### config.mk
export PLATFORM = sky130hd
export DESIGN_NAME = scan_buf_host_if
export DESIGN_NICKNAME = d
export VERILOG_FILES = /design/src/rtl/sbh_pkg.sv /design/src/rtl/sbh_text_buf.sv /design/src/rtl/sbh_result_buf.sv /design/src/rtl/sbh_ctrl.sv /design/src/rtl/scan_buf_host_if.sv
export SDC_FILE = /design/constraint.sdc
export NUM_CORES = 1
export LEC_CHECK = 0
export BUFFER_PORTS_ARGS = -buffer_cell sky130_fd_sc_hd__clkbuf_2
export CORE_MARGIN = 5
export CORE_UTILIZATION = 50
export DETAILED_ROUTE_END_ITERATION = 12
export HOLD_SLACK_MARGIN = 0.15
export PLACE_DENSITY_LB_ADDON = 0.05
export SYNTH_ARGS = -nofsm -noshare
export SYNTH_HDL_FRONTEND = slang
export SYNTH_SLANG_ARGS = --single-unit
### constraint.sdc
create_clock -name clk -period 3.29 [get_ports clk]
set_clock_uncertainty 0.05 [all_clocks]
set_input_delay 0.658 -clock clk [delete_from_list [all_inputs] [get_ports clk]]
set_output_delay 0.658 -clock clk [all_outputs]
set_load 0.005 [all_outputs]
### src/rtl/sbh_pkg.sv
package sbh_pkg;
  typedef enum logic [1:0] {
    RGN_REG  = 2'd0,
    RGN_TEXT = 2'd1,
    RGN_RPAT = 2'd2,
    RGN_ROFS = 2'd3
  } rgn_e;

  localparam int OFS_CTRL = 0;
  localparam int OFS_LEN  = 1;
  localparam int OFS_GO   = 2;
  localparam int OFS_STAT = 3;
  localparam int OFS_CNT  = 4;

  localparam int BIT_RUN   = 0;
  localparam int BIT_IRQEN = 1;
  localparam int BIT_BUSY  = 0;
  localparam int BIT_DONE  = 1;
  localparam int BIT_ERR   = 2;
  localparam int BIT_OVF   = 3;
endpackage

### src/rtl/sbh_text_buf.sv
module sbh_text_buf #(
  parameter int DEPTH = 16,
  parameter int AW    = $clog2(DEPTH)
) (
  input  logic          clk,
  input  logic          wr_en,
  input  logic [AW-1:0] wr_addr,
  input  logic [7:0]    wr_data,
  input  logic [AW-1:0] rd_a_addr,
  output logic [7:0]    rd_a_data,
  input  logic [AW-1:0] rd_b_addr,
  output logic [7:0]    rd_b_data
);
  logic [7:0] mem [DEPTH];

  always_ff @(posedge clk) begin
    if (wr_en) mem[wr_addr] <= wr_data;
  end

  assign rd_a_data = mem[rd_a_addr];
  assign rd_b_data = mem[rd_b_addr];
endmodule

### src/rtl/sbh_result_buf.sv
module sbh_result_buf #(
  parameter int DEPTH = 4,
  parameter int PAT_W = 8,
  parameter int OFS_W = 5,
  parameter int RAW   = $clog2(DEPTH),
  parameter int CNT_W = $clog2(DEPTH + 1)
) (
  input  logic             clk,
  input  logic             rst_n,
  input  logic             clear,
  input  logic             push,
  input  logic [PAT_W-1:0] pat,
  input  logic [OFS_W-1:0] ofs,
  input  logic [RAW-1:0]   rd_idx,
  output logic [PAT_W-1:0] rd_pat,
  output logic [OFS_W-1:0] rd_ofs,
  output logic [CNT_W-1:0] count,
  output logic             ovf
);
  localparam logic [CNT_W-1:0] FULL = CNT_W'(DEPTH);

  logic [PAT_W-1:0] pat_mem [DEPTH];
  logic [OFS_W-1:0] ofs_mem [DEPTH];
  logic             full;

  assign full = (count == FULL);

  always_ff @(posedge clk or negedge rst_n) begin
    if (!rst_n) begin
      count <= '0;
      ovf   <= 1'b0;
    end else if (clear) begin
      count <= '0;
      ovf   <= 1'b0;
    end else if (push) begin
      if (full) ovf <= 1'b1;
      else      count <= count + 1'b1;
    end
  end

  always_ff @(posedge clk) begin
    if (push && !full && !clear) begin
      pat_mem[count[RAW-1:0]] <= pat;
      ofs_mem[count[RAW-1:0]] <= ofs;
    end
  end

  assign rd_pat = pat_mem[rd_idx];
  assign rd_ofs = ofs_mem[rd_idx];

  AST_NO_OVERFLOW: assert property (@(posedge clk) disable iff (!rst_n)
    count <= FULL);
  AST_OVF_ON_FULL: assert property (@(posedge clk) disable iff (!rst_n)
    (push && full && !clear) |=> (ovf && $stable(count)));
  AST_COUNT_STEP: assert property (@(posedge clk) disable iff (!rst_n)
    (push && !full && !clear) |=> (count == $past(count) + 1'b1));
endmodule

### src/rtl/sbh_ctrl.sv
module sbh_ctrl #(
  parameter int LEN_W = 5
) (
  input  logic             clk,
  input  logic             rst_n,
  input  logic             ctrl_wr,
  input  logic             go_wr,
  input  logic             stat_wr,
  input  logic             len_wr,
  input  logic             text_wr,
  input  logic [2:0]       wflags,
  input  logic [LEN_W-1:0] wlen,
  input  logic             eng_done,
  output logic             run,
  output logic             irq_en,
  output logic [LEN_W-1:0] len,
  output logic             busy,
  output logic             done,
  output logic             err,
  output logic             start_p,
  output logic             abort_p,
  output logic             start_now,
  output logic             text_ok,
  output logic             irq
);
  import sbh_pkg::*;

  logic finish;
  logic stop;

  assign start_now = go_wr && wflags[0] && run && !busy;
  assign finish    = busy && eng_done;
  assign stop      = busy && ctrl_wr && !wflags[BIT_RUN] && !eng_done;
  assign text_ok   = text_wr && !busy;
  assign irq       = done && irq_en;

  always_ff @(posedge clk or negedge rst_n) begin
    if (!rst_n) begin
      run     <= 1'b0;
      irq_en  <= 1'b0;
      len     <= '0;
      busy    <= 1'b0;
      done    <= 1'b0;
      err     <= 1'b0;
      start_p <= 1'b0;
      abort_p <= 1'b0;
    end else begin
      start_p <= start_now;
      abort_p <= stop;
      if (ctrl_wr) begin
        run    <= wflags[BIT_RUN];
        irq_en <= wflags[BIT_IRQEN];
      end
      if (len_wr && !busy) len <= wlen;
      if (start_now)          busy <= 1'b1;
      else if (finish || stop) busy <= 1'b0;
      if (start_now)                        done <= 1'b0;
      else if (finish)                      done <= 1'b1;
      else if (stat_wr && wflags[BIT_DONE]) done <= 1'b0;
      if (busy && (text_wr || len_wr))      err <= 1'b1;
      else if (stat_wr && wflags[BIT_ERR])  err <= 1'b0;
    end
  end

  AST_START_FROM_IDLE: assert property (@(posedge clk) disable iff (!rst_n)
    start_p |-> (busy && !$past(busy)));
  AST_DONE_CAUSE: assert property (@(posedge clk) disable iff (!rst_n)
    $rose(done) |-> $past(eng_done && busy));
  AST_ABORT_IDLE: assert property (@(posedge clk) disable iff (!rst_n)
    abort_p |-> (!busy && !done));
  AST_ERR_CAUSE: assert property (@(posedge clk) disable iff (!rst_n)
    $rose(err) |-> $past(busy && (text_wr || len_wr)));
endmodule

### src/rtl/scan_buf_host_if.sv
module scan_buf_host_if #(
  parameter int DATA_W     = 32,
  parameter int ADDR_W     = 8,
  parameter int TEXT_DEPTH = 16,
  parameter int RES_DEPTH  = 4,
  parameter int PAT_W      = 8,
  parameter int LEN_W      = $clog2(TEXT_DEPTH + 1),
  parameter int TXT_AW     = $clog2(TEXT_DEPTH)
) (
  input  logic              clk,
  input  logic              rst_n,
  input  logic              host_wr,
  input  logic [ADDR_W-1:0] host_addr,
  input  logic [DATA_W-1:0] host_wdata,
  output logic [DATA_W-1:0] host_rdata,
  output logic              irq,
  output logic              eng_start,
  output logic              eng_abort,
  output logic [LEN_W-1:0]  eng_len,
  input  logic [TXT_AW-1:0] eng_rd_addr,
  output logic [7:0]        eng_rd_data,
  input  logic              eng_done,
  input  logic              res_valid,
  output logic              res_ready,
  input  logic [PAT_W-1:0]  res_pat_id,
  input  logic [LEN_W-1:0]  res_offset
);
  import sbh_pkg::*;

  localparam int IDX_W = ADDR_W - 2;
  localparam int RAW   = $clog2(RES_DEPTH);
  localparam int CNT_W = $clog2(RES_DEPTH + 1);

  rgn_e             rgn;
  logic [IDX_W-1:0] idx;
  logic             reg_wr;
  logic             ctrl_wr, go_wr, stat_wr, len_wr, text_wr;
  logic             run, irq_en, busy, done, err, start_now, text_ok;
  logic [LEN_W-1:0] len;
  logic [7:0]       host_text;
  logic [PAT_W-1:0] rd_pat;
  logic [LEN_W-1:0] rd_ofs;
  logic [CNT_W-1:0] count;
  logic             ovf;
  logic             push;
  logic             unused_wdata;

  assign rgn     = rgn_e'(host_addr[ADDR_W-1 -: 2]);
  assign idx     = host_addr[IDX_W-1:0];
  assign reg_wr  = host_wr && (rgn == RGN_REG);
  assign ctrl_wr = reg_wr && (idx == IDX_W'(OFS_CTRL));
  assign len_wr  = reg_wr && (idx == IDX_W'(OFS_LEN));
  assign go_wr   = reg_wr && (idx == IDX_W'(OFS_GO));
  assign stat_wr = reg_wr && (idx == IDX_W'(OFS_STAT));
  assign text_wr = host_wr && (rgn == RGN_TEXT);
  assign unused_wdata = ^host_wdata;

  assign res_ready = busy;
  assign push      = res_valid && busy;
  assign eng_len   = len;

  sbh_ctrl #(.LEN_W(LEN_W)) u_ctrl (
    .clk(clk), .rst_n(rst_n),
    .ctrl_wr(ctrl_wr), .go_wr(go_wr), .stat_wr(stat_wr),
    .len_wr(len_wr), .text_wr(text_wr),
    .wflags(host_wdata[2:0]), .wlen(host_wdata[LEN_W-1:0]),
    .eng_done(eng_done),
    .run(run), .irq_en(irq_en), .len(len), .busy(busy), .done(done),
    .err(err), .start_p(eng_start), .abort_p(eng_abort),
    .start_now(start_now), .text_ok(text_ok), .irq(irq)
  );

  sbh_text_buf #(.DEPTH(TEXT_DEPTH), .AW(TXT_AW)) u_text (
    .clk(clk),
    .wr_en(text_ok), .wr_addr(host_addr[TXT_AW-1:0]), .wr_data(host_wdata[7:0]),
    .rd_a_addr(host_addr[TXT_AW-1:0]), .rd_a_data(host_text),
    .rd_b_addr(eng_rd_addr), .rd_b_data(eng_rd_data)
  );

  sbh_result_buf #(.DEPTH(RES_DEPTH), .PAT_W(PAT_W), .OFS_W(LEN_W),
                   .RAW(RAW), .CNT_W(CNT_W)) u_res (
    .clk(clk), .rst_n(rst_n),
    .clear(start_now), .push(push), .pat(res_pat_id), .ofs(res_offset),
    .rd_idx(host_addr[RAW-1:0]), .rd_pat(rd_pat), .rd_ofs(rd_ofs),
    .count(count), .ovf(ovf)
  );

  always_comb begin
    host_rdata = '0;
    unique case (rgn)
      RGN_REG: begin
        if (idx == IDX_W'(OFS_CTRL)) begin
          host_rdata[BIT_RUN]   = run;
          host_rdata[BIT_IRQEN] = irq_en;
        end else if (idx == IDX_W'(OFS_LEN)) begin
          host_rdata = DATA_W'(len);
        end else if (idx == IDX_W'(OFS_STAT)) begin
          host_rdata[BIT_BUSY] = busy;
          host_rdata[BIT_DONE] = done;
          host_rdata[BIT_ERR]  = err;
          host_rdata[BIT_OVF]  = ovf;
        end else if (idx == IDX_W'(OFS_CNT)) begin
          host_rdata = DATA_W'(count);
        end
      end
      RGN_TEXT: host_rdata = DATA_W'(host_text);
      RGN_RPAT: host_rdata = DATA_W'(rd_pat);
      RGN_ROFS: host_rdata = DATA_W'(rd_ofs);
      default:  host_rdata = '0;
    endcase
  end

  AST_READY_IDLE: assert property (@(posedge clk) disable iff (!rst_n)
    (res_valid && !res_ready) |=> $stable(count));
  AST_IRQ_NEEDS_DONE: assert property (@(posedge clk) disable iff (!rst_n)
    $rose(irq) |-> (eng_done || $past(eng_done) || $past(host_wr)));
endmodule

# Word-level counts from Yosys, hierarchy flattened
# Memory sizes are Yosys's and may differ from the RTL's.
# Index checks and enable logic that the tools add are counted.
dict set report word_totals {
  register_bits 16
  mem_bits_rw 180
  in_bits 62
  out_inout_bits 49
  mem_count 3
}
dict set report op_classes {
  add_sub_neg 1
  n_eq_ne 9
  n_mux 23
  n_reduce_logical 38
}
# name depth word_bits read_ports rd_clocked_by_memory_dff wr line
set mem_list {}
lappend mem_list {u_text.mem 16 8 2 0 1 sbh_text_buf.sv:14} ;# logic [7:0] mem [DEPTH];
lappend mem_list {u_res.pat_mem 4 8 1 0 1 sbh_result_buf.sv:22} ;# logic [PAT_W-1:0] pat_mem [DEPTH];
lappend mem_list {u_res.ofs_mem 4 5 1 0 1 sbh_result_buf.sv:23} ;# logic [OFS_W-1:0] ofs_mem [DEPTH];
# operator n
set ops {}
lappend ops {{$pmux 32 s4} 1}
lappend ops {{$mux 32} 1}
lappend ops {{$mux 30} 1}
lappend ops {{$logic_and 1x1->1} 22}
lappend ops {{$mux 1} 14}
lappend ops {{$eq 6x2->1 const B} 2}
lappend ops {{$mux 3} 4}
lappend ops {{$reduce_bool 2->1} 4}
lappend ops {{$eq 6x1->1 const B} 1}
lappend ops {{$eq 6x3->1 const B} 1}
lappend ops {{$logic_not 6->1} 1}
lappend ops {{$logic_not 1->1} 5}
lappend ops {{$eq 2x2->1 const B} 2}
lappend ops {{$mux 4} 1}
lappend ops {{$reduce_and 2->1} 2}
lappend ops {{$add 3x1->3 const B} 1}
lappend ops {{$eq 3x3->1 const B} 1}
lappend ops {{$reduce_bool 3->1} 1}
lappend ops {{$eq 2x1->1 const B} 1}
lappend ops {{$logic_not 2->1} 1}
lappend ops {{$logic_or 1x1->1} 2}
lappend ops {{$mux 2} 1}
lappend ops {{$ne 2x2->1 const B} 1}

# Longest topological paths before layout
dict set report depth {
  ltp_word 10
  ltp_mapped 8
  depth_no_buf 6
}

# Cells and area by module
# A second synthesis with hierarchy kept.
dict set report unflattened {
  cells_unflattened 500
  area_unflattened_um2 9315.2
}
# module n_inst cells_each area_each_um2
set modules_own_cells {}
lappend modules_own_cells {sbh_text_buf 1 291 6025.8}
lappend modules_own_cells {sbh_result_buf 1 95 2172.1}
lappend modules_own_cells {scan_buf_host_if 1 81 606.8}
lappend modules_own_cells {sbh_ctrl 1 33 510.5}

# Least setup slack after synthesis
# OpenSTA, ideal clock, no wires.
dict set report synth_path {
  kind {input to output}
  startpoint {input port eng_rd_addr[0]}
  endpoint {output port eng_rd_data[0]}
  arrival_time_ns 2.171
  t_required_ns 2.582
  slack_ns 0.411
  cell_stages 4
  path_buffers 2
  cell_sequence {clkbuf_1 buf_2 mux4_2 mux4_2}
}
dict set report synth_via {
  elab_chain_len 1
}
# element line
set synth_lines {}
lappend synth_lines {{from (decl)} scan_buf_host_if.sv:20} ;# input logic [TXT_AW-1:0] eng_rd_addr,
lappend synth_lines {{$mem_v2 16x8} -}
lappend synth_lines {{to (decl)} scan_buf_host_if.sv:21} ;# output logic [7:0] eng_rd_data,
# No other way between the ends.

# Worst setup path after layout
dict set report layout_path {
  startpoint {input port host_addr[0]}
  endpoint {output port host_rdata[2]}
}
dict set report layout_via {
  elab_chain_len 6
  elab_cells_between_ends 12
}
# element line
set layout_lines {}
lappend layout_lines {{from (decl)} scan_buf_host_if.sv:13} ;# input logic [ADDR_W-1:0] host_addr,
lappend layout_lines {{$eq 6x3->1} scan_buf_host_if.sv:102} ;# end else if (idx == IDX_W'(OFS_CNT)) begin
lappend layout_lines {{$mux 3} scan_buf_host_if.sv:102}
lappend layout_lines {{$mux 4} scan_buf_host_if.sv:97} ;# end else if (idx == IDX_W'(OFS_STAT)) begin
lappend layout_lines {{$mux 32} scan_buf_host_if.sv:95} ;# end else if (idx == IDX_W'(OFS_LEN)) begin
lappend layout_lines {{$mux 30} scan_buf_host_if.sv:92} ;# if (idx == IDX_W'(OFS_CTRL)) begin
lappend layout_lines {{$pmux 32 s4 (*)} scan_buf_host_if.sv:90} ;# unique case (rgn)
lappend layout_lines {{to (decl)} scan_buf_host_if.sv:15} ;# output logic [DATA_W-1:0] host_rdata,
# Mark *: on every way between the ends. The rest lies on a longest branch, timed or not.

==> results summary <==
The run finished with clean final reports. The global routing usage summed across all routing layers is 21.2%. The share of cell area taken by muxes after synthesis is 22.3%. The most frequently used flop master after synthesis is edfxtp_1. The chip width is 145 µm. The number of flip-flops and latches in the synthesized netlist came out at 196. The final period utilization came out at 96.6%. The summed instance area of the synthesized netlist came out at 0.00912 mm².

The simple-gate portion of the synthesized area came out at 5.86%. The floorplan step defined a core boundary enclosing 0.0180 mm². The worst-case IR drop observed on VDD is 0.354 mV. The number of pins exceeding their max-slew limit in the final report came to 0. The later pin in the worst-skew pair is clocked with a latency of 0.44 ns.

The via count of the first global-routing pass is 5539. The total inserted antenna cells came out at 0. Compared with the post-synthesis result, the final layout area differs by 15.4%. The post-route setup TNS is 0 ns.

The min-delay analysis places its worst path in the category input pin to flip-flop. The synthesized-area fraction occupied by adder cells is 0.549%. Setup repair after global routing left no endpoint under its margin.

The kind of end point of the critical path is an output pin. The hold violation count in the final report came out at 0. The mean area per synthesized cell is 17.7 µm². The number of nets in the final layout is 677.

The number of distinct library cells after synthesis came out at 48. For this run, the number of Yosys warnings is 0. The initial core utilization is 50.8%. In the final routed layout, each cell accounts on average for 25.6 µm.

The root buffer cell chosen for the clock tree is clkbuf_16. Counting the buffers created by CTS gives 17. The sum of overflow across all layers after global routing came out at 0. The number of instances in the synthesized netlist is 514. The async set-or-reset flop fraction in the synthesized netlist is 8.16%. The die height is 145 µm.

The leakage power summed over all cells came out at 3.76 nW. The final critical-path setup slack came out at 0.111 ns. The total power is 5.27 mW. The synthesized-area fraction occupied by xor and xnor cells came out at 0.192%. The first global-routing pass estimated 33.4 mm of wire.

The share of the yosys chip area belonging to registers is 63.7%. The data required time at the worst endpoint is 2.58 ns. The worst slack at placement came out at 0.0499 ns.

The initial antenna violation count is 0. The max-cap violation count is 0. After synthesis, the cell types taking the most area are edfxtp_1 59%, mux4_2 18%, dfrtp_1 4.4%, mux2i_1 3.5%, buf_4 2.3%. The fraction of layout instances using a drive strength above 1 is 36.4%.

TritonCTS built the clock tree. The detailed router placed 5173 vias in this run. The HPWL reported at the end of detailed placement is 15.4 mm.

The row count came out at 49. Counting flops with a built-in enable in the synthesized netlist gives 180. The synthesized-area fraction occupied by ao, oa, aoi and oai cells is 3.47%. For the finished layout, the period the worst path requires is 3.18 ns.

The routability-driven placement congestion ratio is 0.859. The top-area cell type share of the netlist area came out at 59.3%. The final setup violation count is 0.

Headroom to the max-slew limit came out at 49.6%. After clock tree synthesis, the clock-pin slew on the worst setup and hold paths is 0.07 ns. The worst setup path is launched from an input pin.

The area of all placed cells without fillers came out at 0.0105 mm². The detailed-routing iteration count for the pre-antenna-repair pass came out at 5. After the first detailed-routing iteration, the DRC count stood at 401.

The die covers 0.0210 mm². The most frequent standard cell in the layout excluding fill and tap cells is edfxtp_1. The post-detailed-route via-to-cell ratio came out at 6.06. The clock sink total came out at 196. The achievable clock frequency came out at 315 MHz.

111 I/O pins were placed. The data arrival at the endpoint of the critical path is 2.47 ns. The maximum fanout count along the critical path is 14.

The library cells used most frequently in the layout, excluding fill and tap cells, are 180 x edfxtp_1, 72 x mux4_2, 60 x clkbuf_2, 40 x buf_4, 32 x mux2i_1. After detailed routing, the total wire length is 21.8 mm. The number of input and output port buffers inserted is 62.

The number of nets still failing antenna checks after routing came out at 0. The DRC violations left is 0. The ratio of total power to cell area came out at 500 mW/mm². The standard cell area after detailed placement came out at 0.00989 mm². edfxtp_1 takes more of the synthesized area than any other cell. The slew of the pin with the lowest slew margin came out at 0.755 ns.

After synthesis, the largest family of logic cells by area is multiplexers. The pin count of the biggest net entering global routing is 33. The classification of the worst setup path is input pin to output pin.

Counting along the longest clock path gives a buffer depth of 2. The H-tree level count is 4.
-- worst paths after layout --
kind                                 from                   to  slack, ns  depth (start not counted)
min in group asynchronous           rst_n           u_ctrl.run       0.62                          2
setup reg to reg           u_res.count[0]       u_res.count[2]       1.00                          6
hold / removal              res_offset[2]  u_res.ofs_mem[2][2]       0.38                          1
max in group asynchronous           rst_n        u_ctrl.len[4]       2.27                          2
setup / recovery             host_addr[0]        host_rdata[2]       0.11                          9
hold reg to reg                u_ctrl.err           u_ctrl.err       0.43                          2
-- cell usage after synthesis, types with 2 or more instances --
library cell / count
a221oi_1: 10
a31oi_1: 2
a22oi_1: 4
nand2_1: 12
buf_1: 4
o221ai_1: 3
xnor2_1: 2
ha_1: 4
nor4_1: 2
inv_1: 9
edfxtp_1: 180
or2_2: 2
buf_2: 11
o22ai_1: 4
a21oi_1: 4
clkbuf_1: 9
nand4_1: 2
nand2b_1: 11
and2_1: 6
nand3_1: 7
nor3b_1: 2
nor3_1: 8
mux2_2: 8
nor2_1: 24
dfrtp_1: 16
a22o_1: 6
buf_4: 28
o21ai_0: 4
mux2i_1: 32
nor2b_1: 9
mux4_2: 72
-- layout make-up --
type	instances	area, µm²
repair buffers	108	736
multi-input cells	279	3050
well taps	229	287
fillers	1378	7440
clock buffers	17	425
inverters	9	33.8
flip-flops and latches	196	5810
clock inverters	15	190
-- registers in the layout, summed over array words and instances (netlist names) --
register        count
u_res.ovf           1
u_text.mem        128
u_res.pat_mem      32
u_ctrl.start_p      1
u_ctrl.done         1
u_ctrl.err          1
u_ctrl.busy         1
u_res.ofs_mem      20
u_ctrl.run          1
u_res.count         3
u_ctrl.irq_en       1
u_ctrl.len          5
u_ctrl.abort_p      1
-- through the flow --
step                      hold slack, ns  cells  util (%)
final                              0.385    853      58.6
after floorplan                    0.312    537         -
after detailed placement           0.416    820      55.1
after global placement             0.415    820      55.1
after global routing               0.370    853      58.6
after CTS                          0.371    853      58.5
-- metal layers --
| layer | global-route usage [%] | share of wire [%] | up-vias |
|---|---|---|---|
| met5 | 0 | 0 | - |
| li1 | - | - | 2254 |
| met2 | 35.9 | 52 | 195 |
| met3 | 3.80 | 6.1 | 20 |
| met4 | 5.65 | 1.5 | 0 |
| met1 | 28.7 | 41 | 2704 |
-- kinds of logic (layout without fill, tap and decap cells) --
family,after synthesis,after routing
xor+xnor,2,2
fa+ha+maj,4,4
flops,196,196
other cells,1,24
buf+inv,62,149
mux,112,112
compound gates,42,42
simple gates,95,95
-- power breakdown --
group	internal [mW]	leakage [nW]	switching, mW
Sequential	2.73	1.84	0.00901
Clock	1.16	0.301	0.958
Combinational	0.189	1.61	0.220
Total	4.08	3.76	1.19
-- worst max-delay path: stages --
cell and delay [ns]:
buf_2 0.29, buf_4 0.21, mux4_2 0.50, mux2i_1 0.16, nor2_1 0.05, a31oi_1 0.20
buf_4 0.16, nand3_1 0.10, clkbuf_2 0.14
-- repair_timing --
item | 4_1_cts | 5_1_grt
resized for setup | 0 | 2
buffers inserted | 0 | 0
endpoints found under the setup margin | 0 | 4
hold buffers | 1 | 0
endpoints found under the hold margin | 16 | 0
Power figures use the tool's default switching activity.
